--- config.mk ---
export PLATFORM = sky130hd
export DESIGN_NAME = sd_sync_slave
export DESIGN_NICKNAME = d
export VERILOG_FILES = /design/src/rtl/sd_sync_pkg.sv /design/src/rtl/sd_sync_ctrl.sv /design/src/rtl/sd_sync_dp.sv /design/src/rtl/sd_sync_slave.sv
export SDC_FILE = /design/constraint.sdc
export NUM_CORES = 1
export LEC_CHECK = 0
export BUFFER_PORTS_ARGS = -buffer_cell sky130_fd_sc_hd__buf_2
export CORE_ASPECT_RATIO = 0.8
export CORE_MARGIN = 5
export CORE_UTILIZATION = 55
export CTS_CLUSTER_DIAMETER = 50
export DETAILED_ROUTE_END_ITERATION = 10
export GPL_ROUTABILITY_DRIVEN = 0
export PLACE_DENSITY = 0.76
export RECOVER_POWER = 100
export SYNTH_ARGS = -nofsm -noshare
export SYNTH_HDL_FRONTEND = slang
export SYNTH_SLANG_ARGS = --single-unit
--- constraint.sdc ---
create_clock -name clk -period 3.4 [get_ports clk]
set_clock_uncertainty 0.15 [all_clocks]
set_input_delay 0.68 -clock clk [delete_from_list [all_inputs] [get_ports clk]]
set_output_delay 0.68 -clock clk [all_outputs]
set_load 0.01 [all_outputs]
--- src/rtl/sd_sync_pkg.sv ---
`timescale 1ns/1ps
package sd_sync_pkg;
  // Capture strobes from the control side to the datapath.
  typedef struct packed {
    logic capCb;
    logic capY0;
    logic capCr;
    logic capY1;
  } pixStrobe_t;
endpackage

--- src/rtl/sd_sync_ctrl.sv ---
`timescale 1ns/1ps
module sd_sync_ctrl
  import sd_sync_pkg::*;
#(
  parameter int LINE_W       = 10,
  parameter int PAL_LINES    = 625,
  parameter int NTSC_LINES   = 525,
  parameter int PAL_F2_LINE  = 313,
  parameter int NTSC_F2_LINE = 263,
  parameter int PAL_ACT1     = 23,
  parameter int PAL_ACT2     = 336,
  parameter int NTSC_ACT1    = 21,
  parameter int NTSC_ACT2    = 284,
  parameter int PAL_SKIP     = 12,
  parameter int NTSC_SKIP    = 16
) (
  input  logic              clk,
  input  logic              rstN,
  input  logic              hsyncN,
  input  logic              fieldIn,
  input  logic              blankN,
  input  logic              blankEn,
  input  logic              isPal,
  output logic [LINE_W-1:0] lineNum,
  output logic              oddField,
  output logic              frameStart,
  output logic              blankOut,
  output pixStrobe_t        strobe
);
  localparam int MAX_SKIP = (PAL_SKIP > NTSC_SKIP) ? PAL_SKIP : NTSC_SKIP;
  localparam int SKIP_W   = $clog2(MAX_SKIP + 1);

  logic              hPrev, fPrev;
  logic              hFall, toOdd, toEven;
  logic [LINE_W-1:0] lineTotal, f2Line, act1, act2;
  logic              intBlank, extBlank;
  logic [SKIP_W-1:0] skipCnt, skipLoad;
  logic [1:0]        phase;
  logic              capEn;

  // Per-standard line constants.
  always_comb begin
    lineTotal = isPal ? LINE_W'(PAL_LINES)   : LINE_W'(NTSC_LINES);
    f2Line    = isPal ? LINE_W'(PAL_F2_LINE) : LINE_W'(NTSC_F2_LINE);
    act1      = isPal ? LINE_W'(PAL_ACT1)    : LINE_W'(NTSC_ACT1);
    act2      = isPal ? LINE_W'(PAL_ACT2)    : LINE_W'(NTSC_ACT2);
    skipLoad  = isPal ? SKIP_W'(PAL_SKIP - 1) : SKIP_W'(NTSC_SKIP - 1);
  end

  // Edge events: field toggles only count while sync is held low.
  assign hFall  = hPrev & ~hsyncN;
  assign toOdd  = fPrev & ~fieldIn & ~hsyncN;
  assign toEven = ~fPrev & fieldIn & ~hsyncN;

  always_ff @(posedge clk or negedge rstN) begin
    if (!rstN) begin
      hPrev      <= 1'b1;
      fPrev      <= 1'b1;
      lineNum    <= LINE_W'(1);
      oddField   <= 1'b1;
      frameStart <= 1'b0;
    end else begin
      hPrev      <= hsyncN;
      fPrev      <= fieldIn;
      frameStart <= toOdd;
      if (toOdd) begin
        lineNum  <= LINE_W'(1);
        oddField <= 1'b1;
      end else if (toEven) begin
        lineNum  <= f2Line;
        oddField <= 1'b0;
      end else if (hFall) begin
        lineNum <= (lineNum >= lineTotal) ? LINE_W'(1) : lineNum + LINE_W'(1);
      end
    end
  end

  // Blanking: internal line ranges plus the optional external input.
  assign intBlank = (lineNum < act1) || ((lineNum >= f2Line) && (lineNum < act2));
  assign extBlank = blankEn & ~blankN;

  always_ff @(posedge clk or negedge rstN) begin
    if (!rstN) blankOut <= 1'b1;
    else       blankOut <= intBlank | extBlank;
  end

  // Start delay after blanking, then a four-phase sample sequencer.
  assign capEn = ~blankOut && (skipCnt == '0);

  always_ff @(posedge clk or negedge rstN) begin
    if (!rstN) begin
      skipCnt <= '0;
      phase   <= 2'd0;
    end else if (blankOut) begin
      skipCnt <= skipLoad;
      phase   <= 2'd0;
    end else if (skipCnt != '0) begin
      skipCnt <= skipCnt - SKIP_W'(1);
    end else begin
      phase <= phase + 2'd1;
    end
  end

  always_comb begin
    strobe.capCb = capEn && (phase == 2'd0);
    strobe.capY0 = capEn && (phase == 2'd1);
    strobe.capCr = capEn && (phase == 2'd2);
    strobe.capY1 = capEn && (phase == 2'd3);
  end
endmodule

--- src/rtl/sd_sync_dp.sv ---
`timescale 1ns/1ps
module sd_sync_dp
  import sd_sync_pkg::*;
#(
  parameter int DATA_W = 8
) (
  input  logic                clk,
  input  logic                rstN,
  input  pixStrobe_t          strobe,
  input  logic [DATA_W-1:0]   pixIn,
  input  logic                hsyncN,
  input  logic                blankN,
  input  logic                fieldIn,
  output logic [2*DATA_W-1:0] yOut,
  output logic [DATA_W-1:0]   cbOut,
  output logic [DATA_W-1:0]   crOut,
  output logic                pixValid,
  output logic                syncH,
  output logic                syncBlank,
  output logic                syncV
);
  localparam int          SYNC_N   = 3;
  localparam logic [SYNC_N-1:0] SYNC_RST = 3'b011;

  logic [DATA_W-1:0] cbHold, y0Hold, crHold;
  logic [SYNC_N-1:0] syncIn, syncQ;

  always_ff @(posedge clk or negedge rstN) begin
    if (!rstN) begin
      cbHold   <= '0;
      y0Hold   <= '0;
      crHold   <= '0;
      cbOut    <= '0;
      crOut    <= '0;
      yOut     <= '0;
      pixValid <= 1'b0;
    end else begin
      if (strobe.capCb) cbHold <= pixIn;
      if (strobe.capY0) y0Hold <= pixIn;
      if (strobe.capCr) crHold <= pixIn;
      pixValid <= strobe.capY1;
      if (strobe.capY1) begin
        cbOut <= cbHold;
        crOut <= crHold;
        yOut  <= {y0Hold, pixIn};
      end
    end
  end

  // Timing pass-through: horizontal, blank, field.
  assign syncIn = {fieldIn, blankN, hsyncN};

  for (genvar g = 0; g < SYNC_N; g++) begin : gSync
    always_ff @(posedge clk or negedge rstN) begin
      if (!rstN) syncQ[g] <= SYNC_RST[g];
      else       syncQ[g] <= syncIn[g];
    end
  end

  assign syncH     = syncQ[0];
  assign syncBlank = syncQ[1];
  assign syncV     = syncQ[2];
endmodule

--- src/rtl/sd_sync_slave.sv ---
`timescale 1ns/1ps
module sd_sync_slave
  import sd_sync_pkg::*;
#(
  parameter int DATA_W = 8,
  parameter int LINE_W = 10
) (
  input  logic                clk,
  input  logic                rstN,
  input  logic                hsyncN,
  input  logic                fieldIn,
  input  logic                blankN,
  input  logic                blankEn,
  input  logic                isPal,
  input  logic [DATA_W-1:0]   pixIn,
  output logic [LINE_W-1:0]   lineNum,
  output logic                oddField,
  output logic                frameStart,
  output logic                blankOut,
  output logic [2*DATA_W-1:0] yOut,
  output logic [DATA_W-1:0]   cbOut,
  output logic [DATA_W-1:0]   crOut,
  output logic                pixValid,
  output logic                syncH,
  output logic                syncBlank,
  output logic                syncV
);
  pixStrobe_t strobe;

  sd_sync_ctrl #(.LINE_W(LINE_W)) ctrl_i (
    .clk        (clk),
    .rstN       (rstN),
    .hsyncN     (hsyncN),
    .fieldIn    (fieldIn),
    .blankN     (blankN),
    .blankEn    (blankEn),
    .isPal      (isPal),
    .lineNum    (lineNum),
    .oddField   (oddField),
    .frameStart (frameStart),
    .blankOut   (blankOut),
    .strobe     (strobe)
  );

  sd_sync_dp #(.DATA_W(DATA_W)) dp_i (
    .clk       (clk),
    .rstN      (rstN),
    .strobe    (strobe),
    .pixIn     (pixIn),
    .hsyncN    (hsyncN),
    .blankN    (blankN),
    .fieldIn   (fieldIn),
    .yOut      (yOut),
    .cbOut     (cbOut),
    .crOut     (crOut),
    .pixValid  (pixValid),
    .syncH     (syncH),
    .syncBlank (syncBlank),
    .syncV     (syncV)
  );
endmodule

==> impl_metrics.yaml <==
critical_path:
  slowest_delay_ns: 0.60
  crit_chain: "clkbuf_1 > inv_1 > ha_1 > nor2b_1 > a221oi_1 > o31ai_1 > buf_4 > o31ai_1 > a221o_1"
  critPathKind: "in -> reg"
  start_kind: "primary input"
  cp.arrival_ns: 2.96
  critical_path.slowest_cell: "o31ai_1"
  crit_required_ns: 3.48
  critPathCaptureType: "flip-flop"
  cp_top_family: "compound AO/OA/AOI/OAI gates"
  critPathMostFrequentCell: "o31ai_1"
  worstPathMaxFanout: 9
  crit_buf_inv: 3
drt:
  wire_per_inst_um: 16.4
  antenna_left: 0
  drt_iter0_markers: 86
  drt-total-wl_mm: 7.41
  dr.pass1.iters: 6
  drc: 0
  viasPerCell: 5.44
  vias: 2452
logic_synthesis:
  synthSimpleGateAreaFrac_pct: 9.64
  yosys.area_share.adder_pct: 6.01
  synth.net_count: 330
  synth_area_um2: 3750
  synth_edf_count: 0
  ys_ff_latch: 81
  synth_seq_area_share_pct: 54.3
  async_reset_ff_share_pct: 100
  synth_flop_cell: "dfrtp_1"
  synth.area.mux_share_pct: 17.1
  synthCells: 297
  synth_compound_area_share_pct: 8.44
  yosys_warnings: 0
  synth_top_family_by_area: "multiplexers"
  avgSynthCellArea_um2: 12.6
  synth.distinct_cells: 44
  synthXorXnorAreaFrac_pct: 1.40
die:
  die_width_um: 102
  core_area_um2: 6510
  boundaryPins: 64
  start_util_pct: 57.6
  fp-row-count: 26
  die_h_um: 83.9
  die_area_um2: 8580
clock_network:
  cts_setup_buffers: 0
  clk_pin_slew_ns: 0.08
  clock-root-buffer: "clkbuf_8"
  cts_tree: "done"
  cts_buffer_depth: 2
  clkLatencyLatePin_ns: 0.35
  htreeDepth: 3
  cts_resized: 0
  cts_sinks: 81
  hold_buffers: 0
  cts_buffers: 9
power:
  power.internal_mw: 1.65
  p_per_area_nw_per_um2: 541
  seq_power_share_pct: 50.6
  leakage_nw: 1.99
  combPwrFrac_pct: 15.6
  switching_share_pct: 28.5
  clock_power_share_pct: 33.9
  ir_drop_v: 0.000317
  p_switching_mw: 0.658
timing:
  rsz0062_at_grt: "no"
  setup_viol: 0
  fin_setup_tns_ns: 0
  hold_ws_ns: 0.275
  maxSlewViolCount: 82
  fmax_mhz: 348
  fin_crit_sh_pct: 84.6
  tightestPinTransition_ns: 1.92
  finalHoldViolations: 0
  final.min_clock_period_ns: 2.88
  slew_headroom_pct: -28.2
cells_and_area:
  area_growth_pct: 14.0
  stdcell_count: 451
  postLayoutCoreUtil_pct: 65.7
  nFillCells: 549
  layout-drive-gt1-share_pct: 25.6
  antenna_cells: 0
  nNetsFinal: 395
outcome:
  status: "complete, but fails checks"
  failed_checks: "max-capacitance violations, max-slew violations"
grt:
  antenna_found_initial: 0
  grt-ovfl-total: 0
  first_global_vias: 2578
  grt_usage_pct: 18.6
  grt_pass1_wl_mm: 12.6
  grt_max_degree: 82
placement:
  hpwlAfterDp_mm: 5.23
  io_buffers: 63
  placed_cells: 435
min_path:
  hp-class: "in -> reg"
run:
  cap_violations: 1
cell type report:
class                   count  area [µm²]  share of cell area [%]
flip-flops and latches     81        2030                    47.6
multi-input cells         191        1590                    37.2
repair buffers             65         267                    6.24
clock buffers               9         124                    2.90
well taps                  84         105                    2.46
clock inverters             7         103                    2.40
inverters                  14        52.6                    1.23
path summary, 6_finish.rpt:
path                       cells after the start  slack (ns)                       endpoint                          start
max                                            9        0.52  ctrl_i.lineNum[4]$_DFFE_PN0P_                          isPal
min                                            1        0.27       dp_i.syncBlank$_DFF_PN1_                         blankN
max reg2reg                                    8        0.71  ctrl_i.lineNum[4]$_DFFE_PN0P_  ctrl_i.lineNum[0]$_DFFE_PN1P_
min reg2reg                                    1        0.36      dp_i.cbOut[6]$_DFFE_PN0P_     dp_i.cbHold[6]$_DFFE_PN0P_
max in group asynchronous                      1        1.25     dp_i.y0Hold[6]$_DFFE_PN0P_                           rstN
min in group asynchronous                      1        0.71  ctrl_i.skipCnt[3]$_DFFE_PN0N_                           rstN
per-layer routing:
layer	GRT usage, %	wire (µm)	vias to the layer above
li1	-	-	1181
met1	25.4	3420	1206
met2	28.8	3510	55
met3	5.35	386	10
met4	5.24	94	0
met5	0	0	-
Yosys cell counts (5+ instances only):
library cell | instances | area [µm²]
nor2b_1 | 8 | 50.1
o21ai_0 | 8 | 40.0
nor2_1 | 9 | 33.8
dfrtp_1 | 75 | 1880
buf_2 | 5 | 25.0
nor3_1 | 8 | 40.0
mux2_2 | 56 | 631
inv_1 | 14 | 52.6
a21oi_1 | 9 | 45.0
nand2_1 | 17 | 63.8
dfstp_2 | 6 | 158
and3_1 | 9 | 56.3
ha_1 | 18 | 225
o31ai_1 | 5 | 37.5
sequential cells by signal, summed over array words and instances, names as in the netlist:
name / count
dp_i.y0Hold: 8
ctrl_i.lineNum: 10
ctrl_i.blankOut: 1
dp_i.yOut: 16
dp_i.syncBlank: 1
ctrl_i.frameStart: 1
dp_i.syncV: 1
dp_i.cbOut: 8
dp_i.crHold: 8
ctrl_i.oddField: 1
dp_i.pixValid: 1
ctrl_i.phase: 2
ctrl_i.fPrev: 1
ctrl_i.skipCnt: 5
dp_i.crOut: 8
dp_i.cbHold: 8
dp_i.syncH: 1
power by group through the flow:
stage / clock network [mW] / logic (mW) / registers (mW)
2_1_floorplan: 0 / 0.262 / 1.16
4_1_cts: 0.800 / 0.375 / 1.17
5_1_grt: 0.844 / 0.410 / 1.19
6_report: 0.784 / 0.360 / 1.17
3_3_place_gp: 0 / 0.357 / 1.19
3_5_place_dp: 0 / 0.375 / 1.19
kinds of logic after synthesis:
group,Yosys count
AOI/OAI and AO/OA,44
xor gates and xnor gates,6
adders and majority gates,18
buffers and inverters,25
DFF,81
muxes,57
and+or+nand+nor,66
worst reg2reg max path, stage by stage, from the launching register on:
cell and delay (ns):
dfstp_1 0.67, inv_1 0.14, ha_1 0.21, nand2b_1 0.08, a221oi_1 0.08, o31ai_1 0.60, buf_4 0.27, o31ai_1 0.08
a221o_1 0.30
layout by cell type (no fill, tap or decap), types with 3 or more instances in the layout:
master      Yosys  layout
dfrtp_1        75      75
mux2_2         56      56
clkbuf_1        3      49
ha_1           18      18
nand2_1        17      17
inv_1          14      14
buf_2           5      13
nor2_1          9      10
and3_1          9       9
a21oi_1         9       9
clkbuf_8        0       9
nor2b_1         8       8
o21ai_0         8       8
nor3_1          8       8
o31ai_1         5       6
nand2b_1        4       4
xnor2_1         4       4
a221o_1         4       4
dfstp_1         0       4
o21a_1          3       3
a21o_1          3       3
clkinvlp_4      0       3
through the flow:
step | cell area [µm²] | setup slack [ns] | total power, mW
after CTS | 4350 | 0.853 | 2.35
after global routing | 4270 | 0.399 | 2.44
after detailed placement | 4120 | 0.470 | 1.57
after global placement | 4120 | 0.584 | 1.54
final | 4270 | 0.524 | 2.31
after floorplan | 3750 | 1.03 | 1.42
Power figures use the tool's default switching activity.
